<file path="config.mk">
export PLATFORM = sky130hd
export DESIGN_NAME = reload_counter
export DESIGN_NICKNAME = d
export VERILOG_FILES = /design/src/rtl/rlc_pkg.sv /design/src/rtl/rlc_arbiter.sv /design/src/rtl/rlc_stepper.sv /design/src/rtl/rlc_state_reg.sv /design/src/rtl/reload_counter.sv
export SDC_FILE = /design/constraint.sdc
export NUM_CORES = 1
export LEC_CHECK = 0
export CAP_MARGIN = 5
export CORE_MARGIN = 2
export CORE_UTILIZATION = 48
export DETAILED_ROUTE_END_ITERATION = 12
export PLACE_DENSITY_LB_ADDON = 0.15
export SYNTH_ARGS = -nofsm -noshare
export SYNTH_HDL_FRONTEND = slang
export SYNTH_SLANG_ARGS = --single-unit
export TNS_END_PERCENT = 20
</file>
<file path="constraint.sdc">
create_clock -name clk -period 6.7 [get_ports clk]
set_input_delay 2.01 -clock clk [delete_from_list [all_inputs] [get_ports clk]]
set_output_delay 2.01 -clock clk [all_outputs]
set_load 0.005 [all_outputs]
</file>
<file path="src/rtl/rlc_pkg.sv">
package rlc_pkg;

    localparam int CNT_W = 8;

    typedef logic [CNT_W-1:0] cnt_t;

    localparam cnt_t CNT_ONE  = cnt_t'(1);
    localparam cnt_t CNT_ZERO = cnt_t'(0);
    localparam cnt_t CNT_TOP  = {CNT_W{1'b1}};
    localparam cnt_t CNT_NEAR = CNT_TOP - CNT_ONE;

    // Action selected for the next edge, highest priority first
    typedef enum logic [1:0] {
        OP_LOAD = 2'd0,
        OP_HOLD = 2'd1,
        OP_STEP = 2'd2
    } op_e;

    typedef struct packed {
        cnt_t value;
        logic pulse;
    } cnt_state_t;

    // True when one more step would reach (or pass) the terminal value
    function automatic logic at_terminal(input cnt_t v, input logic up);
        if (up) begin
            return (v >= CNT_NEAR);
        end
        return (v <= CNT_ONE);
    endfunction

endpackage

</file>
<file path="src/rtl/rlc_arbiter.sv">
module rlc_arbiter
    import rlc_pkg::*;
(
    input  logic sys_rst,
    input  logic load_req,
    input  logic hold_req,
    output op_e  op
);

    always_comb begin
        if (sys_rst || load_req) begin
            op = OP_LOAD;
        end else if (hold_req) begin
            op = OP_HOLD;
        end else begin
            op = OP_STEP;
        end
    end

endmodule

</file>
<file path="src/rtl/rlc_stepper.sv">
module rlc_stepper
    import rlc_pkg::*;
(
    input  cnt_t cur,
    input  logic up,
    output cnt_t nxt,
    output logic hit
);

    always_comb begin
        nxt = up ? (cur + CNT_ONE) : (cur - CNT_ONE);
        hit = at_terminal(cur, up);
    end

endmodule

</file>
<file path="src/rtl/rlc_state_reg.sv">
module rlc_state_reg
    import rlc_pkg::*;
(
    input  logic       clk,
    input  logic       rst,
    input  op_e        op,
    input  cnt_t       start_val,
    input  cnt_t       step_val,
    input  logic       step_hit,
    output cnt_state_t st
);

    always_ff @(posedge clk) begin
        case (op)
            OP_LOAD: begin
                st.value <= start_val;
                st.pulse <= 1'b0;
            end
            OP_STEP: begin
                if (step_hit) begin
                    st.value <= start_val;
                    st.pulse <= 1'b1;
                end else begin
                    st.value <= step_val;
                    st.pulse <= 1'b0;
                end
            end
            default: begin
                st.pulse <= 1'b0;
            end
        endcase
    end

    AST_RESET_LOAD: assert property (@(posedge clk)
        rst |=> (st.value == $past(start_val)) && !st.pulse);

    AST_HOLD_FREEZE: assert property (@(posedge clk) disable iff (rst)
        (op == OP_HOLD) |=> (st.value == $past(st.value)) && !st.pulse);

endmodule

</file>
<file path="src/rtl/reload_counter.sv">
module reload_counter
    import rlc_pkg::*;
(
    input  logic             clk,
    input  logic             rst,
    input  logic [CNT_W-1:0] ctrl_val,
    input  logic             dir_up,
    input  logic             hold,
    input  logic             reload,
    output logic             term_pulse,
    output logic [CNT_W-1:0] count
);

    op_e        op;
    cnt_t       step_val;
    logic       step_hit;
    cnt_state_t st;

    rlc_arbiter u_arb (
        .sys_rst  (rst),
        .load_req (reload),
        .hold_req (hold),
        .op       (op)
    );

    rlc_stepper u_step (
        .cur (st.value),
        .up  (dir_up),
        .nxt (step_val),
        .hit (step_hit)
    );

    rlc_state_reg u_reg (
        .clk       (clk),
        .rst       (rst),
        .op        (op),
        .start_val (ctrl_val),
        .step_val  (step_val),
        .step_hit  (step_hit),
        .st        (st)
    );

    assign count      = st.value;
    assign term_pulse = st.pulse;

    AST_DOWN_STEP: assert property (@(posedge clk) disable iff (rst)
        (!reload && !hold && !dir_up && count > CNT_ONE)
        |=> (count == $past(count) - CNT_ONE) && !term_pulse);

    AST_DOWN_WRAP: assert property (@(posedge clk) disable iff (rst)
        (!reload && !hold && !dir_up && count <= CNT_ONE)
        |=> (count == $past(ctrl_val)) && term_pulse);

    AST_UP_STEP: assert property (@(posedge clk) disable iff (rst)
        (!reload && !hold && dir_up && count < CNT_NEAR)
        |=> (count == $past(count) + CNT_ONE) && !term_pulse);

    AST_UP_WRAP: assert property (@(posedge clk) disable iff (rst)
        (!reload && !hold && dir_up && count >= CNT_NEAR)
        |=> (count == $past(ctrl_val)) && term_pulse);

    AST_LOAD_FIRST: assert property (@(posedge clk) disable iff (rst)
        reload |=> (count == $past(ctrl_val)) && !term_pulse);

endmodule

</file>
== After elaboration in Yosys (flattened, before gate mapping) ==
Index checks and enable logic that the tools add are counted.

* Bits in registers: 9
* Input bits: 13
* Output and inout bits: 9
* Word-level logic and storage cells: 18

* Add/subtract/negate cells: 2
* $lt $le $gt $ge: 2
* Equal/unequal tests: 1
* Muxes and demuxes: 8
* Reductions and logical operators: 3

{| class="wikitable"
|+ Operators with widths
! cell !! count
|-
| 8-bit case mux with 2 select lines || 1
|-
| 9-bit 2-to-1 mux || 1
|-
| 8-bit by 1-bit adder with 8-bit output, second input constant || 1
|-
| 8-bit greater-or-equal comparator, second input constant || 1
|-
| 8-bit by 1-bit less-or-equal comparator with 1-bit output, second input constant || 1
|-
| 8-bit 2-to-1 mux || 1
|-
| 8-bit by 1-bit subtractor with 8-bit output, second input constant || 1
|-
| 2-bit 2-to-1 mux || 2
|-
| 1-bit 2-to-1 mux || 3
|-
| 2-bit == test, second input constant || 1
|-
| 2-bit logical NOT || 1
|-
| 2-bit nonzero test || 1
|-
| 1-bit logical OR || 1
|}

== Longest topological paths before layout ==
* Depth in word-level cells: 5
* Depth in mapped cells: 6
* Mapped depth without buffers: 6

== Modules after synthesis ==
Synthesis repeated with hierarchy kept, for this count alone.

* Cell total of the unflattened synthesis: 57
* Area total of the unflattened synthesis: 671.9 µm²

{| class="wikitable"
|+ By module, submodules not included
! module !! instances !! cells each !! area each (µm²) !! seq. area each (µm²)
|-
| rlc_state_reg || 1 || 20 || 380.4 || 260.2
|-
| rlc_stepper || 1 || 35 || 269.0 || 0.0
|-
| rlc_arbiter || 1 || 2 || 22.5 || 0.0
|}

== Least setup slack after synthesis ==
OpenSTA, ideal clock, no wires.

* Path kind: input to register
* From: input port reload
* To: register, netlist name u_reg.st[1]
* Library setup time: 260 ps
* Data arrival time: 3216 ps
* Data required time: 6440 ps
* Slack: 3224 ps
* Stages: 3
* Buffers on the path: 0
* Cells stage by stage: or3_1 > nor3_2 > mux2_2

* Cells in the longest elaborated chain, start to end: 4
* Elaborated cells on any way between the ends: 5
* Those cells by class: eq/ne: 1; mux: 2; reduce/logical: 2

{| class="wikitable"
|+ RTL lines
! item !! RTL line !! RTL
|-
| start, declared || reload_counter.sv:9 || <nowiki>input logic reload,</nowiki>
|-
| 1-bit logical OR * || rlc_arbiter.sv:11 || <nowiki>if (sys_rst || load_req) begin</nowiki>
|-
| 2-bit 2-to-1 mux * || rlc_arbiter.sv:11 ||
|-
| 2-bit == test / 2-bit logical NOT (equally long branches) || rlc_state_reg.sv:14 || <nowiki>case (op)</nowiki>
|-
| 8-bit case mux with 2 select lines * || rlc_state_reg.sv:14 ||
|}

Every way passes the cells marked *; elsewhere a longest branch is shown, timed or not.
A chain may end at the register's enable or synchronous reset.

== Final worst setup path ==
* From: input port dir_up
* To: register, netlist name u_reg.st[6]

* Cells in the longest elaborated chain, start to end: 4
* Elaborated cells on any way between the ends: 5
* Those cells by class: mux: 5

{| class="wikitable"
|+ RTL lines
! item !! RTL line !! RTL
|-
| start, declared || reload_counter.sv:7 || <nowiki>input logic dir_up,</nowiki>
|-
| 1-bit 2-to-1 mux || rlc_pkg.sv:26 || <nowiki>if (up) begin</nowiki>
|-
| 1-bit 2-to-1 mux || rlc_pkg.sv:29 || <nowiki>return (v <= CNT_ONE);</nowiki>
|-
| 9-bit 2-to-1 mux * || rlc_state_reg.sv:20 || <nowiki>if (step_hit) begin</nowiki>
|-
| 8-bit case mux with 2 select lines * || rlc_state_reg.sv:14 ||
|}

Marks and branches as above.

==> impl_metrics.py <==
metrics = {
    "final_layout": {
        "largest_reg_flops": 9,
        "regArea_um2": 260.3,
        "drive_above_1_share_pct": 18.18,
        "regMostFlops": "u_reg.st",
        "area_growth_syn_to_layout_pct": 36.23,
        "num-fill-cells": 116,
        "nNetsFinal": 106,
        "layout_commonest_cell": "clkdlybuf4s50_1",
        "layout_common_cells": "clkdlybuf4s50_1 (21), mux2_2 (8), edfxtp_1 (8), nor2_1 (5)",
        "top_regs": "u_reg.st (9)",
        "multi_input_area_um2": 414.1,
        "n_antenna_cell": 0,
    },
    "global_routing": {
        "grt_start_max_net_pins": 14,
        "overflow": 0,
        "antenna_found_initial": 0,
        "grt_use_total_pct": 17.20,
        "grt_pass1_vias": 526,
        "grt_first_pass_wirelength_um": 2290,
    },
    "power": {
        "p_per_area_mw_per_mm2": 169.8,
        "leakagePower_nw": 0.3469,
        "p_total_mw": 0.1598,
        "irDropWorstVdd_uv": 110.5,
    },
    "logic_synthesis": {
        "synth_cell_types": 27,
        "ys_warn_count": 0,
        "synthesis.nets": 81,
        "synth-seq-cells": 9,
        "syn_area_per_cell_um2": 10.79,
        "syn-instance-count": 64,
        "synth.cell_area_um2": 690.7,
        "ys_seq_area_share_pct": 37.68,
    },
    "setup_path": {
        "ff2ff_setup_slack_ns": 4.45,
        "cp_slowest_cell": "clkdlybuf4s50_1",
        "max_stage_delay_ns": 0.75,
        "ff2ff_path_depth": 6,
        "path_max_fanout": 13,
        "worst-path-stages": 5,
        "crit_start": "dir_up",
        "worstPathArrival_ns": 3.96,
        "reg2reg_to": "u_reg.st[6]$_DFFE_PP_",
        "crit_required_ns": 6.71,
        "crit_path_end": "u_reg.st[6]$_DFFE_PP_",
        "r2r-start": "u_reg.st[1]$_DFFE_PP_",
        "critPathBufInv": 1,
        "endpoint_kind": "register",
        "crit_family": "simple AND/OR/NAND/NOR gates",
        "critPathKind": "in2reg",
        "cp-start-kind": "primary input",
        "cp_cell_sequence": "clkdlybuf4s50_1 > or3_1 > nor3_4 > nor3_2 > mux2_2",
    },
    "place": {
        "pre_cts_ws_ns": 2.509,
        "dp_hpwl_um": 1091,
        "io_buffer_count": 21,
        "gp_congestion": 0.7282,
    },
    "detailed_routing": {
        "drc": 0,
        "vias": 567,
        "dr.first_iter.drc_count": 9,
        "detail-route-antenna-nets": 0,
        "wl_per_cell_um": 13.92,
        "dr.pass1.iters": 4,
        "wl_um": 1434,
        "post_drt_via_cell_ratio": 5.505,
    },
    "job": {
        "cap_violations": 0,
    },
    "floorplan": {
        "io_pins": 22,
        "start_util_pct": 52.42,
        "die-area_mm2": 0.001758,
        "num_rows": 13,
        "die_h_um": 41.93,
        "fp.dieW_um": 41.93,
        "coreArea_mm2": 0.001318,
    },
    "clock_network": {
        "cts_setup_buffers": 0,
        "numClockSinks": 9,
        "path_clk_slew_ns": 0.06,
        "cts_tree": "done",
        "postCtsHoldBufs": 0,
        "clk_path_buf_depth": 2,
        "clk_latency_ns": 0.25,
        "cts_resized": 0,
        "numCtsBuffers": 3,
        "h-tree-depth": 1,
        "ctsRootBufferMaster": "clkbuf_4",
    },
    "sta": {
        "tns_ns": 0,
        "grt_setup_unrepaired": "false",
        "setup_ws_ns": 2.749,
        "finalMaxSlewViolations": 0,
        "worstMarginPinSlew_ns": 0.6090,
        "setup_violations": 0,
        "hold_viol": 0,
        "period_minus_slack_ns": 3.951,
        "finClkSkew_ns": 0.003511,
        "achievable-frequency_mhz": 253.1,
        "fin_crit_sh_pct": 58.96,
        "max_slew_margin_pct": 59.18,
    },
    "hold_path": {
        "hold_path_class": "reg2reg",
    },
    "run_status": {
        "status": "complete, no violations",
    },
}
## how the worst min path moves through the flow
stage / cells after the start / end / startpoint
floorplan: 4 / u_reg.st[0]$_SDFF_PP0_ / u_reg.st[8]$_DFFE_PP_
global placement: 4 / u_reg.st[0]$_SDFF_PP0_ / u_reg.st[8]$_DFFE_PP_
detailed placement: 4 / u_reg.st[0]$_SDFF_PP0_ / u_reg.st[8]$_DFFE_PP_
CTS: 4 / u_reg.st[0]$_SDFF_PP0_ / u_reg.st[8]$_DFFE_PP_
global route: 2 / u_reg.st[5]$_DFFE_PP_ / u_reg.st[5]$_DFFE_PP_
finish: 4 / u_reg.st[0]$_SDFF_PP0_ / u_reg.st[8]$_DFFE_PP_
## worst reg2reg max path, cell delays in order, from the launching register on
cell	delay (ns)
edfxtp_1	0.44
inv_1	0.12
ha_1	0.24
nor2_1	0.20
nor3_4	0.07
nor3_2	0.51
mux2_2	0.41
## stage by stage
step                      util, %  instance area (um^2)  hold WS (ns)  instances
after floorplan                 -                 690.7        0.7372         64
after global placement      69.42                 914.6        0.8169         99
after detailed placement    69.42                 914.6        0.8162         99
after CTS                   71.41                 940.9        0.8341        103
after global routing        71.41                 940.9        0.8891        103
final                       71.41                 940.9        0.8543        103
## Yosys cell counts
master    number  area, um^2
edfxtp_1       8       240.2
mux2_2         8       90.09
nor2_1         5       18.77
ha_1           4       50.05
nand3_1        4       20.02
inv_1          3       11.26
nand2_1        3       11.26
or3_1          3       18.77
xnor2_1        3       26.28
xor2_1         3       26.28
o211ai_1       2       15.01
o21a_1         2       15.01
or4_4          2       22.52
a21o_1         1       7.510
buf_2          1       5.000
dfxtp_1        1       20.02
mux2i_1        1       10.01
nand4_1        1       6.260
nor2b_1        1       6.260
nor3_2         1       10.01
nor3_4         1       16.27
nor4_1         1       6.260
o21ai_0        1       5.000
o22ai_1        1       6.260
o311ai_0       1       8.760
o32ai_1        1       8.760
or3b_2         1       8.760
## where the power goes
group          internal, mW  total (mW)  switching [mW]
sequential           0.0671      0.0757         0.00863
clock                0.0229      0.0408          0.0179
combinational        0.0267      0.0433          0.0166
total                 0.117       0.160          0.0431
## final cells by class
class	instances	share of cell area (%)
clock buffer	4	2.793
inverter	3	1.197
multi-input combinational	51	44.02
timing repair buffer	21	22.34
sequential	9	27.66
tap	15	1.995
## routing by layer
metal / wire length, um / vias to the layer above / GRT usage, %
met4: 12 / 0 / 11.61
met2: 661 / 11 / 24.38
met3: 35 / 2 / 2.174
met1: 723 / 263 / 24.18
li1: - / 291 / -
met5: 0 / - / 0
## cell families after synthesis
| family | count (synthesis) | share of synthesized area, % |
|---|---|---|
| adders and majority gates | 4 | 7.247 |
| AOI/OAI and AO/OA | 9 | 9.601 |
| DFF | 9 | 37.68 |
| buffers and inverters | 4 | 2.354 |
| xor gates and xnor gates | 6 | 7.610 |
| muxes | 9 | 14.49 |
| and+or+nand+nor | 23 | 21.02 |
Power figures use the tool's default switching activity.
